<file path="src/rtl/cmr_pkg.sv">
// Shared definitions for the merging cell reassembler.
package cmr_pkg;
    // Per-circuit collection mode: gather cells, or skip up to the next closing cell.
    typedef enum logic [0:0] {
        Q_COLLECT = 1'b0,
        Q_SKIP    = 1'b1
    } qmode_e;
endpackage

</file>
<file path="src/rtl/cmr_label_map.sv">
// Outgoing label table. Reads are combinational by circuit index. The label of
// the packet now at the output head is captured when its first cell is accepted
// and held until its last cell leaves, so one packet carries one label.
// Assumes: adv is asserted only when a cell is offered and accepted.
module cmr_label_map #(
    parameter int CIRC_W = 3,
    parameter int OLBL_W = 4,
    localparam int NCIRC = 1 << CIRC_W
) (
    input  logic              clk,
    input  logic              rst_n,
    input  logic              we,
    input  logic [CIRC_W-1:0] waddr,
    input  logic [OLBL_W-1:0] wdata,
    input  logic [CIRC_W-1:0] rd_circ,
    input  logic              adv,
    input  logic              adv_eop,
    output logic [OLBL_W-1:0] label
);
    logic [OLBL_W-1:0] tbl [NCIRC];
    logic              mid_pkt;
    logic [OLBL_W-1:0] held;

    // Table storage with a single write port.
    always_ff @(posedge clk) begin
        if (!rst_n) begin
            for (int i = 0; i < NCIRC; i++) tbl[i] <= '0;
        end else if (we) begin
            tbl[waddr] <= wdata;
        end
    end

    // Track whether the output is inside a packet and hold its label.
    always_ff @(posedge clk) begin
        if (!rst_n) begin
            mid_pkt <= 1'b0;
            held    <= '0;
        end else if (adv) begin
            mid_pkt <= !adv_eop;
            if (!mid_pkt) held <= tbl[rd_circ];
        end
    end

    assign label = mid_pkt ? held : tbl[rd_circ];
endmodule

</file>
<file path="src/rtl/cmr_free_list.sv">
// Linked free list of pool slots. One slot is always kept at the tail, so a
// pop at the head and an append at the tail never touch the same node.
// Appends a released slot and/or a discarded chain; it emits up to two
// next-pointer writes for the parent's link array.
// Assumes: alloc only when avail; chain_vld only when !avail.
module cmr_free_list #(
    parameter int DEPTH = 8,
    localparam int PTR_W = $clog2(DEPTH),
    localparam int CNT_W = $clog2(DEPTH + 1)
) (
    input  logic             clk,
    input  logic             rst_n,
    input  logic             alloc,
    input  logic [PTR_W-1:0] link_of_head,
    input  logic             rel_vld,
    input  logic [PTR_W-1:0] rel_slot,
    input  logic             chain_vld,
    input  logic [PTR_W-1:0] chain_h,
    input  logic [PTR_W-1:0] chain_t,
    input  logic [CNT_W-1:0] chain_len,
    output logic [PTR_W-1:0] head,
    output logic             avail,
    output logic [CNT_W-1:0] cnt,
    output logic             lw0_en,
    output logic [PTR_W-1:0] lw0_addr,
    output logic [PTR_W-1:0] lw0_data,
    output logic             lw1_en,
    output logic [PTR_W-1:0] lw1_addr,
    output logic [PTR_W-1:0] lw1_data
);
    logic [PTR_W-1:0] tail;

    assign avail = cnt >= CNT_W'(2);

    // Link writes: chain onto the tail, then the released slot after it.
    always_comb begin
        lw0_en   = chain_vld | rel_vld;
        lw0_addr = tail;
        lw0_data = chain_vld ? chain_h : rel_slot;
        lw1_en   = chain_vld & rel_vld;
        lw1_addr = chain_t;
        lw1_data = rel_slot;
    end

    // Head, tail and population of the free list.
    always_ff @(posedge clk) begin
        if (!rst_n) begin
            head <= '0;
            tail <= PTR_W'(DEPTH - 1);
            cnt  <= CNT_W'(DEPTH);
        end else begin
            if (alloc) head <= link_of_head;
            if (rel_vld) tail <= rel_slot;
            else if (chain_vld) tail <= chain_t;
            cnt <= cnt + (chain_vld ? chain_len : '0) + CNT_W'(rel_vld) - CNT_W'(alloc);
        end
    end
endmodule

</file>
<file path="src/rtl/cmr_out_list.sv">
// Output list of completed cells. A completed packet segment is spliced onto
// the tail in one edge; the head cell leaves on each accepted transfer.
// Assumes: pop only when cnt != 0.
module cmr_out_list #(
    parameter int DEPTH = 8,
    localparam int PTR_W = $clog2(DEPTH),
    localparam int CNT_W = $clog2(DEPTH + 1)
) (
    input  logic             clk,
    input  logic             rst_n,
    input  logic             splice,
    input  logic [PTR_W-1:0] seg_h,
    input  logic [PTR_W-1:0] seg_t,
    input  logic [CNT_W-1:0] seg_len,
    input  logic             pop,
    input  logic [PTR_W-1:0] link_of_head,
    output logic [PTR_W-1:0] head,
    output logic [CNT_W-1:0] cnt,
    output logic             lw_en,
    output logic [PTR_W-1:0] lw_addr,
    output logic [PTR_W-1:0] lw_data
);
    logic [PTR_W-1:0] tail;
    logic             goes_empty;

    // The list is empty, or its last cell leaves in this edge.
    assign goes_empty = (cnt == '0) | (pop & (cnt == CNT_W'(1)));

    // Link the old tail to the new segment unless the list restarts.
    always_comb begin
        lw_en   = splice & !goes_empty;
        lw_addr = tail;
        lw_data = seg_h;
    end

    // Head, tail and population of the output list.
    always_ff @(posedge clk) begin
        if (!rst_n) begin
            head <= '0;
            tail <= '0;
            cnt  <= '0;
        end else begin
            if (splice && goes_empty) head <= seg_h;
            else if (pop) head <= link_of_head;
            if (splice) tail <= seg_t;
            cnt <= cnt + (splice ? seg_len : '0) - CNT_W'(pop);
        end
    end
endmodule

</file>
<file path="src/rtl/cmr_top.sv">
// Merging cell reassembler. Cells are collected per circuit {port,label} in
// linked lists inside one shared slot pool. A packet is spliced whole onto the
// output list when its closing cell is stored. Labels are translated at the
// output. When the pool is full, the circuit's partial packet is discarded.
// Assumes: one input cell per clock; POOL_DEPTH is a power of two.
module cmr_top
    import cmr_pkg::*;
#(
    parameter int PORT_W     = 1,
    parameter int VCI_W      = 2,
    parameter int DATA_W     = 8,
    parameter int OLBL_W     = 4,
    parameter int POOL_DEPTH = 8,
    localparam int CIRC_W = PORT_W + VCI_W,
    localparam int NCIRC  = 1 << CIRC_W,
    localparam int PTR_W  = $clog2(POOL_DEPTH),
    localparam int CNT_W  = $clog2(POOL_DEPTH + 1)
) (
    input  logic              clk,
    input  logic              rst_n,
    input  logic              in_valid,
    output logic              in_ready,
    input  logic [PORT_W-1:0] in_port,
    input  logic [VCI_W-1:0]  in_vci,
    input  logic              in_eop,
    input  logic [DATA_W-1:0] in_data,
    input  logic              tbl_we,
    input  logic [CIRC_W-1:0] tbl_circ,
    input  logic [OLBL_W-1:0] tbl_label,
    output logic              out_valid,
    input  logic              out_ready,
    output logic [OLBL_W-1:0] out_label,
    output logic              out_eop,
    output logic [DATA_W-1:0] out_data
);
    logic              rdy_q;
    logic [CIRC_W-1:0] cid;
    logic              take, skip, store, drop, pop;
    logic [PTR_W-1:0]  q_head [NCIRC];
    logic [PTR_W-1:0]  q_tail [NCIRC];
    logic [CNT_W-1:0]  q_cnt  [NCIRC];
    qmode_e            q_mode [NCIRC];
    logic [CNT_W-1:0]  cur_cnt;
    logic [PTR_W-1:0]  link     [POOL_DEPTH];
    logic [DATA_W-1:0] data_mem [POOL_DEPTH];
    logic              eop_mem  [POOL_DEPTH];
    logic [CIRC_W-1:0] circ_mem [POOL_DEPTH];
    logic [PTR_W-1:0]  fl_slot, fl_lw0_addr, fl_lw0_data, fl_lw1_addr, fl_lw1_data;
    logic              fl_avail, fl_lw0_en, fl_lw1_en;
    logic [CNT_W-1:0]  fl_cnt;
    logic [PTR_W-1:0]  ol_head, ol_lw_addr, ol_lw_data;
    logic [CNT_W-1:0]  ol_cnt;
    logic              ol_lw_en;
    logic [NCIRC*CNT_W-1:0] q_cnt_flat;

    // Input is accepted from the first edge after reset.
    always_ff @(posedge clk) begin
        if (!rst_n) rdy_q <= 1'b0;
        else        rdy_q <= 1'b1;
    end

    assign in_ready = rdy_q;
    assign cid      = {in_port, in_vci};
    assign cur_cnt  = q_cnt[cid];
    assign take     = in_valid & rdy_q;
    assign skip     = take & (q_mode[cid] == Q_SKIP);
    assign store    = take & !skip & fl_avail;
    assign drop     = take & !skip & !fl_avail;
    assign pop      = out_valid & out_ready;

    // Per-circuit list state: append, complete, drop and skip.
    always_ff @(posedge clk) begin
        if (!rst_n) begin
            for (int i = 0; i < NCIRC; i++) begin
                q_head[i] <= '0;
                q_tail[i] <= '0;
                q_cnt[i]  <= '0;
                q_mode[i] <= Q_COLLECT;
            end
        end else if (take) begin
            if (skip) begin
                if (in_eop) q_mode[cid] <= Q_COLLECT;
            end else if (store) begin
                if (in_eop) begin
                    q_cnt[cid] <= '0;
                end else begin
                    if (cur_cnt == '0) q_head[cid] <= fl_slot;
                    q_tail[cid] <= fl_slot;
                    q_cnt[cid]  <= cur_cnt + CNT_W'(1);
                end
            end else begin
                q_cnt[cid] <= '0;
                if (!in_eop) q_mode[cid] <= Q_SKIP;
            end
        end
    end

    // Cell payload storage written on every stored cell.
    always_ff @(posedge clk) begin
        if (store) begin
            data_mem[fl_slot] <= in_data;
            eop_mem[fl_slot]  <= in_eop;
            circ_mem[fl_slot] <= cid;
        end
    end

    // Next-slot array shared by all lists; the writers target disjoint lists.
    always_ff @(posedge clk) begin
        if (!rst_n) begin
            for (int i = 0; i < POOL_DEPTH; i++) link[i] <= PTR_W'((i + 1) % POOL_DEPTH);
        end else begin
            if (store && cur_cnt != '0) link[q_tail[cid]] <= fl_slot;
            if (ol_lw_en)  link[ol_lw_addr]  <= ol_lw_data;
            if (fl_lw0_en) link[fl_lw0_addr] <= fl_lw0_data;
            if (fl_lw1_en) link[fl_lw1_addr] <= fl_lw1_data;
        end
    end

    cmr_free_list #(.DEPTH(POOL_DEPTH)) u_free (
        .clk(clk), .rst_n(rst_n),
        .alloc(store), .link_of_head(link[fl_slot]),
        .rel_vld(pop), .rel_slot(ol_head),
        .chain_vld(drop && cur_cnt != '0), .chain_h(q_head[cid]), .chain_t(q_tail[cid]),
        .chain_len(cur_cnt),
        .head(fl_slot), .avail(fl_avail), .cnt(fl_cnt),
        .lw0_en(fl_lw0_en), .lw0_addr(fl_lw0_addr), .lw0_data(fl_lw0_data),
        .lw1_en(fl_lw1_en), .lw1_addr(fl_lw1_addr), .lw1_data(fl_lw1_data)
    );

    cmr_out_list #(.DEPTH(POOL_DEPTH)) u_out (
        .clk(clk), .rst_n(rst_n),
        .splice(store && in_eop),
        .seg_h((cur_cnt == '0) ? fl_slot : q_head[cid]),
        .seg_t(fl_slot),
        .seg_len(cur_cnt + CNT_W'(1)),
        .pop(pop), .link_of_head(link[ol_head]),
        .head(ol_head), .cnt(ol_cnt),
        .lw_en(ol_lw_en), .lw_addr(ol_lw_addr), .lw_data(ol_lw_data)
    );

    cmr_label_map #(.CIRC_W(CIRC_W), .OLBL_W(OLBL_W)) u_lbl (
        .clk(clk), .rst_n(rst_n),
        .we(tbl_we), .waddr(tbl_circ), .wdata(tbl_label),
        .rd_circ(circ_mem[ol_head]), .adv(pop), .adv_eop(out_eop),
        .label(out_label)
    );

    assign out_valid = ol_cnt != '0;
    assign out_data  = data_mem[ol_head];
    assign out_eop   = eop_mem[ol_head];

    // Flattened per-circuit counts for the checker.
    for (genvar g = 0; g < NCIRC; g++) begin : g_cnt
        assign q_cnt_flat[g*CNT_W +: CNT_W] = q_cnt[g];
    end
endmodule

</file>
<file path="config.mk">
export PLATFORM = sky130hd
export DESIGN_NAME = cmr_top
export DESIGN_NICKNAME = d
export VERILOG_FILES = /design/src/rtl/cmr_pkg.sv /design/src/rtl/cmr_label_map.sv /design/src/rtl/cmr_free_list.sv /design/src/rtl/cmr_out_list.sv /design/src/rtl/cmr_top.sv
export SDC_FILE = /design/constraint.sdc
export NUM_CORES = 1
export LEC_CHECK = 0
export ABC_AREA = 1
export BUFFER_PORTS_ARGS = -buffer_cell sky130_fd_sc_hd__buf_4
export CAP_MARGIN = 30
export CELL_PAD_IN_SITES_DETAIL_PLACEMENT = 0
export CELL_PAD_IN_SITES_GLOBAL_PLACEMENT = 2
export CORE_MARGIN = 3
export CORE_UTILIZATION = 42
export CTS_CLUSTER_DIAMETER = 40
export CTS_CLUSTER_SIZE = 8
export DETAILED_ROUTE_END_ITERATION = 7
export MAX_ROUTING_LAYER = met4
export PLACE_DENSITY = 0.91
export SYNTH_ARGS = -nofsm -noshare
export SYNTH_HDL_FRONTEND = slang
export SYNTH_SLANG_ARGS = --single-unit
</file>
<file path="constraint.sdc">
create_clock -name clk -period 7.12 [get_ports clk]
set_input_delay 1.068 -clock clk [delete_from_list [all_inputs] [get_ports clk]]
set_output_delay 1.068 -clock clk [all_outputs]
set_load 0.02 [all_outputs]
</file>
==> metrics.csv, run 1 <==
metric;value;unit
Root Driver;clkbuf_16;
vias per inst;5.17;
Clock Path Buffers;3;
die area;34900;um^2
row cnt;65;
CTS clock-pin slew for the worst setup and hold paths;50;ps
number of port buffers;38;
Initial Utilization;0.430;
final setup margin;2290;ps
GRT overflow;0;
DR vias;10800;
Synthesis Warnings;0;
ratio of cells with drive above 1 in the final layout;0.101;
FMAX;0.207;GHz
Fin Clk Skew;15.0;ps
most common cell in the netlist;nand2_1;
per-cell routed wire length;17.1;um
largest net degree at the start of global routing;62;
setup_tns;0;ps
WP data arrival;3760;ps
Worst slew margin;0.365;
n_diodes;0;
maxcap violations;0;
asr flop ratio synth;0;
cts hold-fix bufs;0;
initial antenna violation count;0;
Synth cell types;46;
dpl cells;2016;
internal cell power;3.59;mW
period utilisation layout;0.678;
vias in the first global route;10900;
Synth Instances;1589;
number of DRC markers in iteration 0;861;
worst min path class;flop to flop;
Peak supply drop;0.267;mV
Non-Filler Instances;2094;
total track usage;0.213;
kind of critical path;flop to primary output;
largest cells by area after synthesis;edfxtp_1 51%, nand2_1 12%, nor2_1 7.4%;
clock sink total;269;
Die W;187;um
number of synthesized flops with an enable pin;232;
Final Hold Fails;0;
pins over their slew limit;0;
antenna-violating nets left;0;
drt first pass iters;5;
register area share after synthesis;0.562;
IO Count;39;
total CTS buffers;44;
Flop pwr share;0.353;
routability cong.;0.920;
PwrDens;345;nW/um^2
dpl ws;2320;ps
Comb pwr share;0.289;
Pleak;6.36;nW
CP required;6050;ps
Setup Viol. Count Final;0;
synthesized area;13700;um^2
Yosys top cell area share;0.508;
Final nets;1666;
HPWL after detailed placement;24800;um
fin area;15700;um^2
Sw Ratio;0.337;
Clk Latency, worst-skew pair;530;ps
synth cell count leaders;438 x nand2_1, 270 x nor2_1, 232 x edfxtp_1;
area grow syn2layout;14.3;%
core area;31900;um^2
WHS;500;ps
critical path capture point type;primary output;
Residual DRC;0;
flops & latches, synth;269;
total nets after synthesis;1628;
final wirelength;35800;um
CTS resizes;0;
CTS tree;done;
first-pass GRT wire length;58000;um
Die H;187;um
Clock power frac;0.359;
unrepaired setup endpoints after global routing;no;
H-Tree Level Count;2;
Post-CTS Setup Inserts;0;
Post-synth top flop;edfxtp_1;
Synth area leader;edfxtp_1;
NetSw;1.82;mW
minimum clock period;4830;ps
status;completed;
worst-path fanout max;33;
CP Launch Type;flop;
Avg Inst Size Synth;8.63;um^2
placed cell area;14300;um^2
worst-margin pin slew;951;ps
critical path, stage by stage (launching register included):
cell	delay, ps
dfxtp_2	310
inv_1	680
buf_4	430
o21ai_0	140
nand3_1	460
nand2_1	470
nand2_1	200
nand2_1	70
nand2_1	60
nand3_1	80
nand3_1	110
nand2_1	60
buf_4	150
flip-flops by register name, indices dropped and copies added (netlist names), 4 cells and up, named ones only:
| register | count |
|---|---|
| data_mem | 64 |
| q_cnt | 32 |
| u_lbl.tbl | 32 |
| circ_mem | 24 |
| link | 24 |
| q_head | 24 |
| q_tail | 24 |
| eop_mem | 8 |
| q_mode | 8 |
| u_free.cnt | 4 |
| u_lbl.held | 4 |
| u_out.cnt | 4 |
per-layer routing:
metal	vias to the layer above	wire, um	track usage
met5	-	0	-
met4	0	888	0.0672
met3	62	2110	0.0353
met2	324	17200	0.353
met1	5069	15600	0.270
li1	5366	-	-
kinds of logic (layout without fill, tap and decap cells):
| family | Yosys count | after routing | share of synthesized area |
|---|---|---|---|
| AO/OA/AOI/OAI | 186 | 186 | 0.0764 |
| XOR/XNOR | 8 | 8 | 0.00511 |
| adder cells (fa/ha/maj) | 15 | 15 | 0.0153 |
| buffers and inverters | 200 | 270 | 0.0621 |
| flip-flops | 269 | 269 | 0.562 |
| AND/OR/NAND/NOR | 911 | 911 | 0.279 |
path summary, 6_finish.rpt:
path                      from                          to  slack, ps  cells past startpoint
max                       flop                out_label[2]       2290                     12
min          q_mode[0]$_DFF_P_           q_mode[0]$_DFF_P_        500                      2
max reg2reg               flop  u_lbl.held[2]$_SDFFE_PN0P_       3790                     13
min reg2reg  q_mode[0]$_DFF_P_           q_mode[0]$_DFF_P_        500                      2
cell type report:
type | instances | area (um^2)
tap | 435 | 544
clock inverter | 13 | 128
timing repair buffer | 53 | 398
clock buffer | 65 | 1220
fill | 3093 | 16200
sequential | 269 | 7710
multi-input combinational | 1120 | 5160
inverter | 139 | 526
per-stage QoR:
step / power (mW) / utilization
floorplan: 3.03 / -
global placement: 3.49 / 0.450
detailed placement: 3.50 / 0.450
CTS: 5.45 / 0.492
global route: 5.74 / 0.492
finish: 5.41 / 0.492
power groups by stage:
stage | combinational (mW) | clock (mW) | sequential [mW]
2_1_floorplan | 1.12 | 0 | 1.90
3_3_place_gp | 1.56 | 0 | 1.93
3_5_place_dp | 1.57 | 0 | 1.93
4_1_cts | 1.57 | 1.97 | 1.91
5_1_grt | 1.76 | 2.06 | 1.92
6_report | 1.56 | 1.94 | 1.91
placed cells by master (no fill, tap or decap), types with 3 or more instances in the layout:
cell type / n
clkinv_2: 5
o22ai_1: 9
xnor2_1: 6
clkbuf_1: 19
o211ai_1: 9
nand2_2: 15
a21oi_1: 44
a31oi_1: 11
nand4_1: 9
inv_1: 127
nand2_1: 438
ha_1: 12
o2111ai_1: 3
clkinv_1: 6
nor2_4: 5
buf_4: 53
nand3_1: 145
clkbuf_16: 46
edfxtp_1: 232
fa_1: 3
nor2_2: 12
nor2_1: 270
dfxtp_1: 36
nand3b_1: 4
nand2_4: 4
a22o_1: 3
o21ai_1: 11
inv_2: 8
o21ai_0: 87
No activity file was read; power rests on OpenSTA's default activity.
==> run 2, diff against run 1 <==
CORE_UTILIZATION = 35   (was 42)
PLACE_DENSITY = 0.81   (was 0.91)
clock period = 4.2 ns   (was 7.12 ns; I/O delays follow)
==> run 2 against run 1 <==
Against the previous run:
- flip-flop and latch count unchanged
- sequential power increased by 71%
- power increased by 82%
- clock power increased by 100%
- via count decreased by 0.92%
- non-clock buffer count increased by 18
- global-route usage decreased by 2.4 points
- design area increased by 3.3%
- count of clock-buffer cells in the layout increased by 5
- combinational power increased by 74%
- critical endpoint is now out_label[0]
- highest routed layer unchanged
==> metrics.csv, run 2 (synthesized netlist as in run 1, its figures left out) <==
metric;value;unit;change
status;completed;;
vias per inst;4.87;;-5.8%
Non-Filler Instances;2202;;+5.2%
largest registers;data_mem (64), q_cnt (32), u_lbl.tbl (32);;
IO Count;39;;unchanged
ratio of cells with drive above 1 in the final layout;0.120;;+0.0194
Post-CTS Setup Inserts;0;;unchanged
number of DRC markers in iteration 0;793;;-7.9%
DR vias;10700;;-0.92%
Setup Viol. Count Final;0;;unchanged
Largest register FFs;64;;unchanged
row cnt;71;;+9.2%
worst-path fanout max;21;;-36%
CP Launch Type;flop;;
total CTS buffers;49;;+11%
Die H;204;um;+9.2%
Filler Cell Count;3747;;+21%
kind of critical path;flop to primary output;;
Clock Path Buffers;3;;unchanged
unrepaired setup endpoints after global routing;no;;
total track usage;0.189;;-0.0241
maxcap violations;0;;unchanged
initial antenna violation count;0;;unchanged
n_diodes;0;;unchanged
Residual DRC;0;;unchanged
Clk Latency, worst-skew pair;590;ps;+60 ps
Initial Utilization;0.360;;-0.0704
FMAX;0.262;GHz;
leading cell types in the layout, fill and taps excluded;438 x nand2_1, 270 x nor2_1, 232 x edfxtp_1;;
Die W;204;um;+9.2%
cts hold-fix bufs;0;;unchanged
CTS resizes;0;;unchanged
CTS clock-pin slew for the worst setup and hold paths;50;ps;about the same
CP required;3570;ps;-2480 ps
antenna-violating nets left;0;;unchanged
dpl cells;2110;;+4.7%
vias in the first global route;10600;;-2.2%
Worst slew margin;0.551;;+0.186
drt first pass iters;5;;unchanged
WP data arrival;3190;ps;-570 ps
Final Hold Fails;0;;unchanged
final wirelength;37500;um;+4.7%
Fin Clk Skew;19.1;ps;+4.11 ps
pins over their slew limit;0;;unchanged
most used cell, CP;nand2_1;;
worst-margin pin slew;669;ps;-282 ps
Pleak;6.60;nW;+3.7%
Root Driver;clkbuf_16;;
setup_tns;0;ps;unchanged
per-cell routed wire length;17.0;um;-0.46%
number of port buffers;38;;unchanged
core area;38100;um^2;+20%
area grow syn2layout;18.1;%;
commonest non-fill, non-tap cell in the layout;nand2_1;;
die area;41600;um^2;+19%
worst path bufs/invs;3;;unchanged
Largest Register;data_mem;;
routability cong.;0.885;;-3.8%
first-pass GRT wire length;59400;um;+2.4%
largest net degree at the start of global routing;56;;-9.7%
largest delay contributor family on the critical path;simple AND/OR/NAND/NOR gates;;
crit-path cells;inv_1 -> o21ai_0 -> nand3_1 -> buf_4 -> nand2_1 -> nand2_1 -> nand2_1 -> nand2_1 -> nand3_1 -> nand3_1 -> nand2_1 -> buf_4;;
CTS tree;done;;
Peak supply drop;0.387;mV;+45%
HPWL after detailed placement;26200;um;+5.6%
Worst path slowest cell;inv_1;;
clock sink total;269;;unchanged
minimum clock period;3820;ps;
PwrDens;609;nW/um^2;+77%
CP peak stage delay;510;ps;-170 ps
Final nets;1689;;+1.4%
GRT overflow;0;;unchanged
worst min path class;input pin to flop;;
H-Tree Level Count;2;;unchanged
period utilisation layout;0.909;;
critical path capture point type;primary output;;
run 2: cell types whose count changed in the layout (fill, tap and decap cells not counted), sizes merged:
cell | before | now
bufinv | 2 | 5
clkbuf | 65 | 70
clkinv | 13 | 16
buf | 53 | 71
inv | 136 | 139
run 2: worst paths after layout:
| check | slack [ps] | cells past startpoint | from | to |
|---|---|---|---|---|
| worst max-delay path | 380 | 12 | flop | out_label[0] |
| worst min-delay path | 280 | 1 | in_data[0] | data_mem[0][0]$_DFFE_PP_ |
| worst max register to register | 1270 | 16 | q_cnt[3][1]$_SDFFCE_PN0P_ | u_out.cnt[3]$_SDFF_PN0_ |
| worst min register to register | 490 | 2 | q_mode[0]$_DFF_P_ | q_mode[0]$_DFF_P_ |
run 2: layout make-up:
cell class | count | area (um^2) | area share
clock inverters | 22 | 295 | 0.0182
flip-flops and latches | 269 | 7710 | 0.476
repair buffers | 71 | 533 | 0.0329
clock buffers | 70 | 1350 | 0.0830
well taps | 511 | 639 | 0.0394
multi-input cells | 1120 | 5160 | 0.318
inverters | 139 | 526 | 0.0324
run 2: per-stage QoR:
step           utilization  setup WS [ps]  hold WS [ps]  cell area [um^2]  power, mW
6_report             0.425            384           278             16200       9.86
5_1_grt              0.425           75.7           268             16200       10.5
4_1_cts              0.425            313           249             16200       9.98
3_3_place_gp         0.382            301           481             14600       6.02
3_5_place_dp         0.382            198           491             14600       6.03
2_1_floorplan            -            493           454             13700       5.13
run 2: power breakdown:
part / internal (mW) / switching, mW / leakage (nW)
registers: 3.10 / 0.154 / 2.51
logic: 0.890 / 1.82 / 3.28
clock network: 2.55 / 1.35 / 0.800
total: 6.54 / 3.32 / 6.60
run 2: metal layers:
layer,track usage,part of all wire
met1,0.244,0.46
met2,0.301,0.46
met3,0.0424,0.057
met4,0.0553,0.024
met5,-,0
==> run 3, diff against run 2 <==
MAX_ROUTING_LAYER = default   (was met4)
REMOVE_ABC_BUFFERS = 1   (was default)
==> run 3 against run 2 <==
Against the previous run:
- final cell count fell by 0.18%
- count of clock-buffer cells in the layout shrank 5
- power decreased by 2.1%
- wire length fell by 1.5%
- register-to-register slack worse by 60 ps
- flip-flop and latch count unchanged
- first-iteration DRC count is 4.9% higher
- critical endpoint is now out_label[1]
- highest routed layer unchanged
==> metrics.csv, run 3 (synthesized netlist as in run 1, its figures left out) <==
metric;value;unit;change
antenna-violating nets left;0;;unchanged
n_diodes;0;;unchanged
period utilisation layout;0.878;;-0.0305
CP peak stage delay;700;ps;+190 ps
CTS clock-pin slew for the worst setup and hold paths;50;ps;about the same
Largest register FFs;64;;unchanged
Clock Path Buffers;3;;unchanged
HPWL after detailed placement;26100;um;-0.57%
maxcap violations;0;;unchanged
routability cong.;0.872;;-1.5%
most used cell, CP;nand2_1;;
CP Launch Type;flop;;
first-pass GRT wire length;59100;um;-0.59%
final setup margin;512;ps;+128 ps
worst path bufs/invs;3;;unchanged
largest registers;data_mem (64), q_cnt (32), u_lbl.tbl (32);;
Die W;204;um;unchanged
PwrDens;598;nW/um^2;-1.8%
largest net degree at the start of global routing;56;;unchanged
cts hold-fix bufs;0;;unchanged
Post-CTS Setup Inserts;0;;unchanged
CTS tree;done;;
dpl cells;2116;;+0.28%
row cnt;71;;unchanged
worst-margin pin slew;684;ps;+15.3 ps
worst min path class;input pin to flop;;
final wirelength;37000;um;-1.5%
Clk Latency, worst-skew pair;570;ps;-20 ps
die area;41600;um^2;unchanged
WP data arrival;3060;ps;-130 ps
vias in the first global route;10600;;-0.23%
area grow syn2layout;17.7;%;
crit-path cells;inv_1 -> nor2_1 -> o21ai_0 -> nand3_1 -> buf_4 -> nand2_1 -> nand2_1 -> nand2_1 -> nand2_1 -> nand3_1 -> nand3_1 -> nand2_1 -> buf_4;;
pins over their slew limit;0;;unchanged
H-Tree Level Count;2;;unchanged
CTS resizes;0;;unchanged
core area;38100;um^2;unchanged
vias per inst;4.97;;+2.0%
Die H;204;um;unchanged
Final nets;1693;;+0.24%
commonest non-fill, non-tap cell in the layout;nand2_1;;
Setup Viol. Count Final;0;;unchanged
Fin Clk Skew;28.2;ps;+9.12 ps
clock sink total;269;;unchanged
minimum clock period;3690;ps;-128 ps
largest delay contributor family on the critical path;simple AND/OR/NAND/NOR gates;;
total CTS buffers;47;;-4.1%
ratio of cells with drive above 1 in the final layout;0.120;;-0.000308
per-cell routed wire length;16.8;um;-1.3%
drt first pass iters;6;;+1
Worst path slowest cell;dfxtp_1;;
kind of critical path;flop to primary output;;
FMAX;0.271;GHz;+3.5%
unrepaired setup endpoints after global routing;no;;
initial antenna violation count;0;;unchanged
Root Driver;clkbuf_16;;
total track usage;0.181;;-0.00774
IO Count;39;;unchanged
CP required;3570;ps;about the same
Largest Register;data_mem;;
Residual DRC;0;;unchanged
number of DRC markers in iteration 0;832;;+4.9%
DR vias;10900;;+1.8%
leading cell types in the layout, fill and taps excluded;438 x nand2_1, 270 x nor2_1, 232 x edfxtp_1;;
Pleak;6.57;nW;-0.48%
GRT overflow;0;;unchanged
dpl ws;274;ps;+75.9 ps
Worst slew margin;0.543;;-0.00780
Initial Utilization;0.360;;unchanged
Final Hold Fails;0;;unchanged
Non-Filler Instances;2198;;-0.18%
critical path capture point type;primary output;;
number of port buffers;38;;unchanged
Peak supply drop;0.397;mV;+2.4%
status;completed;;
worst-path fanout max;17;;-19%
==> run 3: stage by stage <==
stage               hold WS, ps  power (mW)  utilization  TNS [ps]  instance area [um^2]
floorplan                   454        5.02            -      -491                 13400
global placement            489        6.04        0.383         0                 14600
detailed placement          490        6.05        0.383         0                 14600
CTS                         267        9.76        0.424         0                 16100
global route                285        10.2        0.424         0                 16100
finish                      298        9.65        0.424         0                 16100
==> run 3: metal layers <==
layer	track usage	up-vias	wire length [um]
li1	-	5420	-
met1	0.246	5195	17100
met2	0.302	249	17500
met3	0.0282	54	1640
met4	0.0519	0	766
met5	0	-	0
==> run 3: area by class of cell <==
type                       count  area (um^2)
clock buffer                  65         1270
timing repair buffer          77          578
clock inverter                17          259
sequential                   269         7710
fill                        3768        22000
inverter                     139          526
tap                          511          639
multi-input combinational   1120         5160
==> run 3: worst reg2reg max path, delay by kind of cell, from the launching register on <==
kind / cells / cell delay, ps
compound gates: 3 / 420
xor+xnor: 2 / 490
fa+ha+maj: 3 / 770
buf+inv: 2 / 240
flops: 1 / 400
simple gates: 6 / 550
==> run 3: path summary, 6_finish.rpt <==
check                                 start                       end  slack, ps  cells after the start
hold / removal                   in_data[1]  data_mem[5][1]$_DFFE_PP_        300                      1
setup / recovery                       flop              out_label[1]        510                     13
hold reg to reg           q_mode[0]$_DFF_P_         q_mode[0]$_DFF_P_        490                      2
setup reg to reg  q_cnt[1][0]$_SDFFCE_PN0P_   u_out.cnt[3]$_SDFF_PN0_       1210                     16
==> run 3: power by group <==
part | internal, mW | total, mW | switching [mW]
Sequential | 3.10 | 3.27 | 0.166
Combinational | 0.904 | 2.70 | 1.79
Clock | 2.42 | 3.68 | 1.27
Total | 6.43 | 9.65 | 3.23
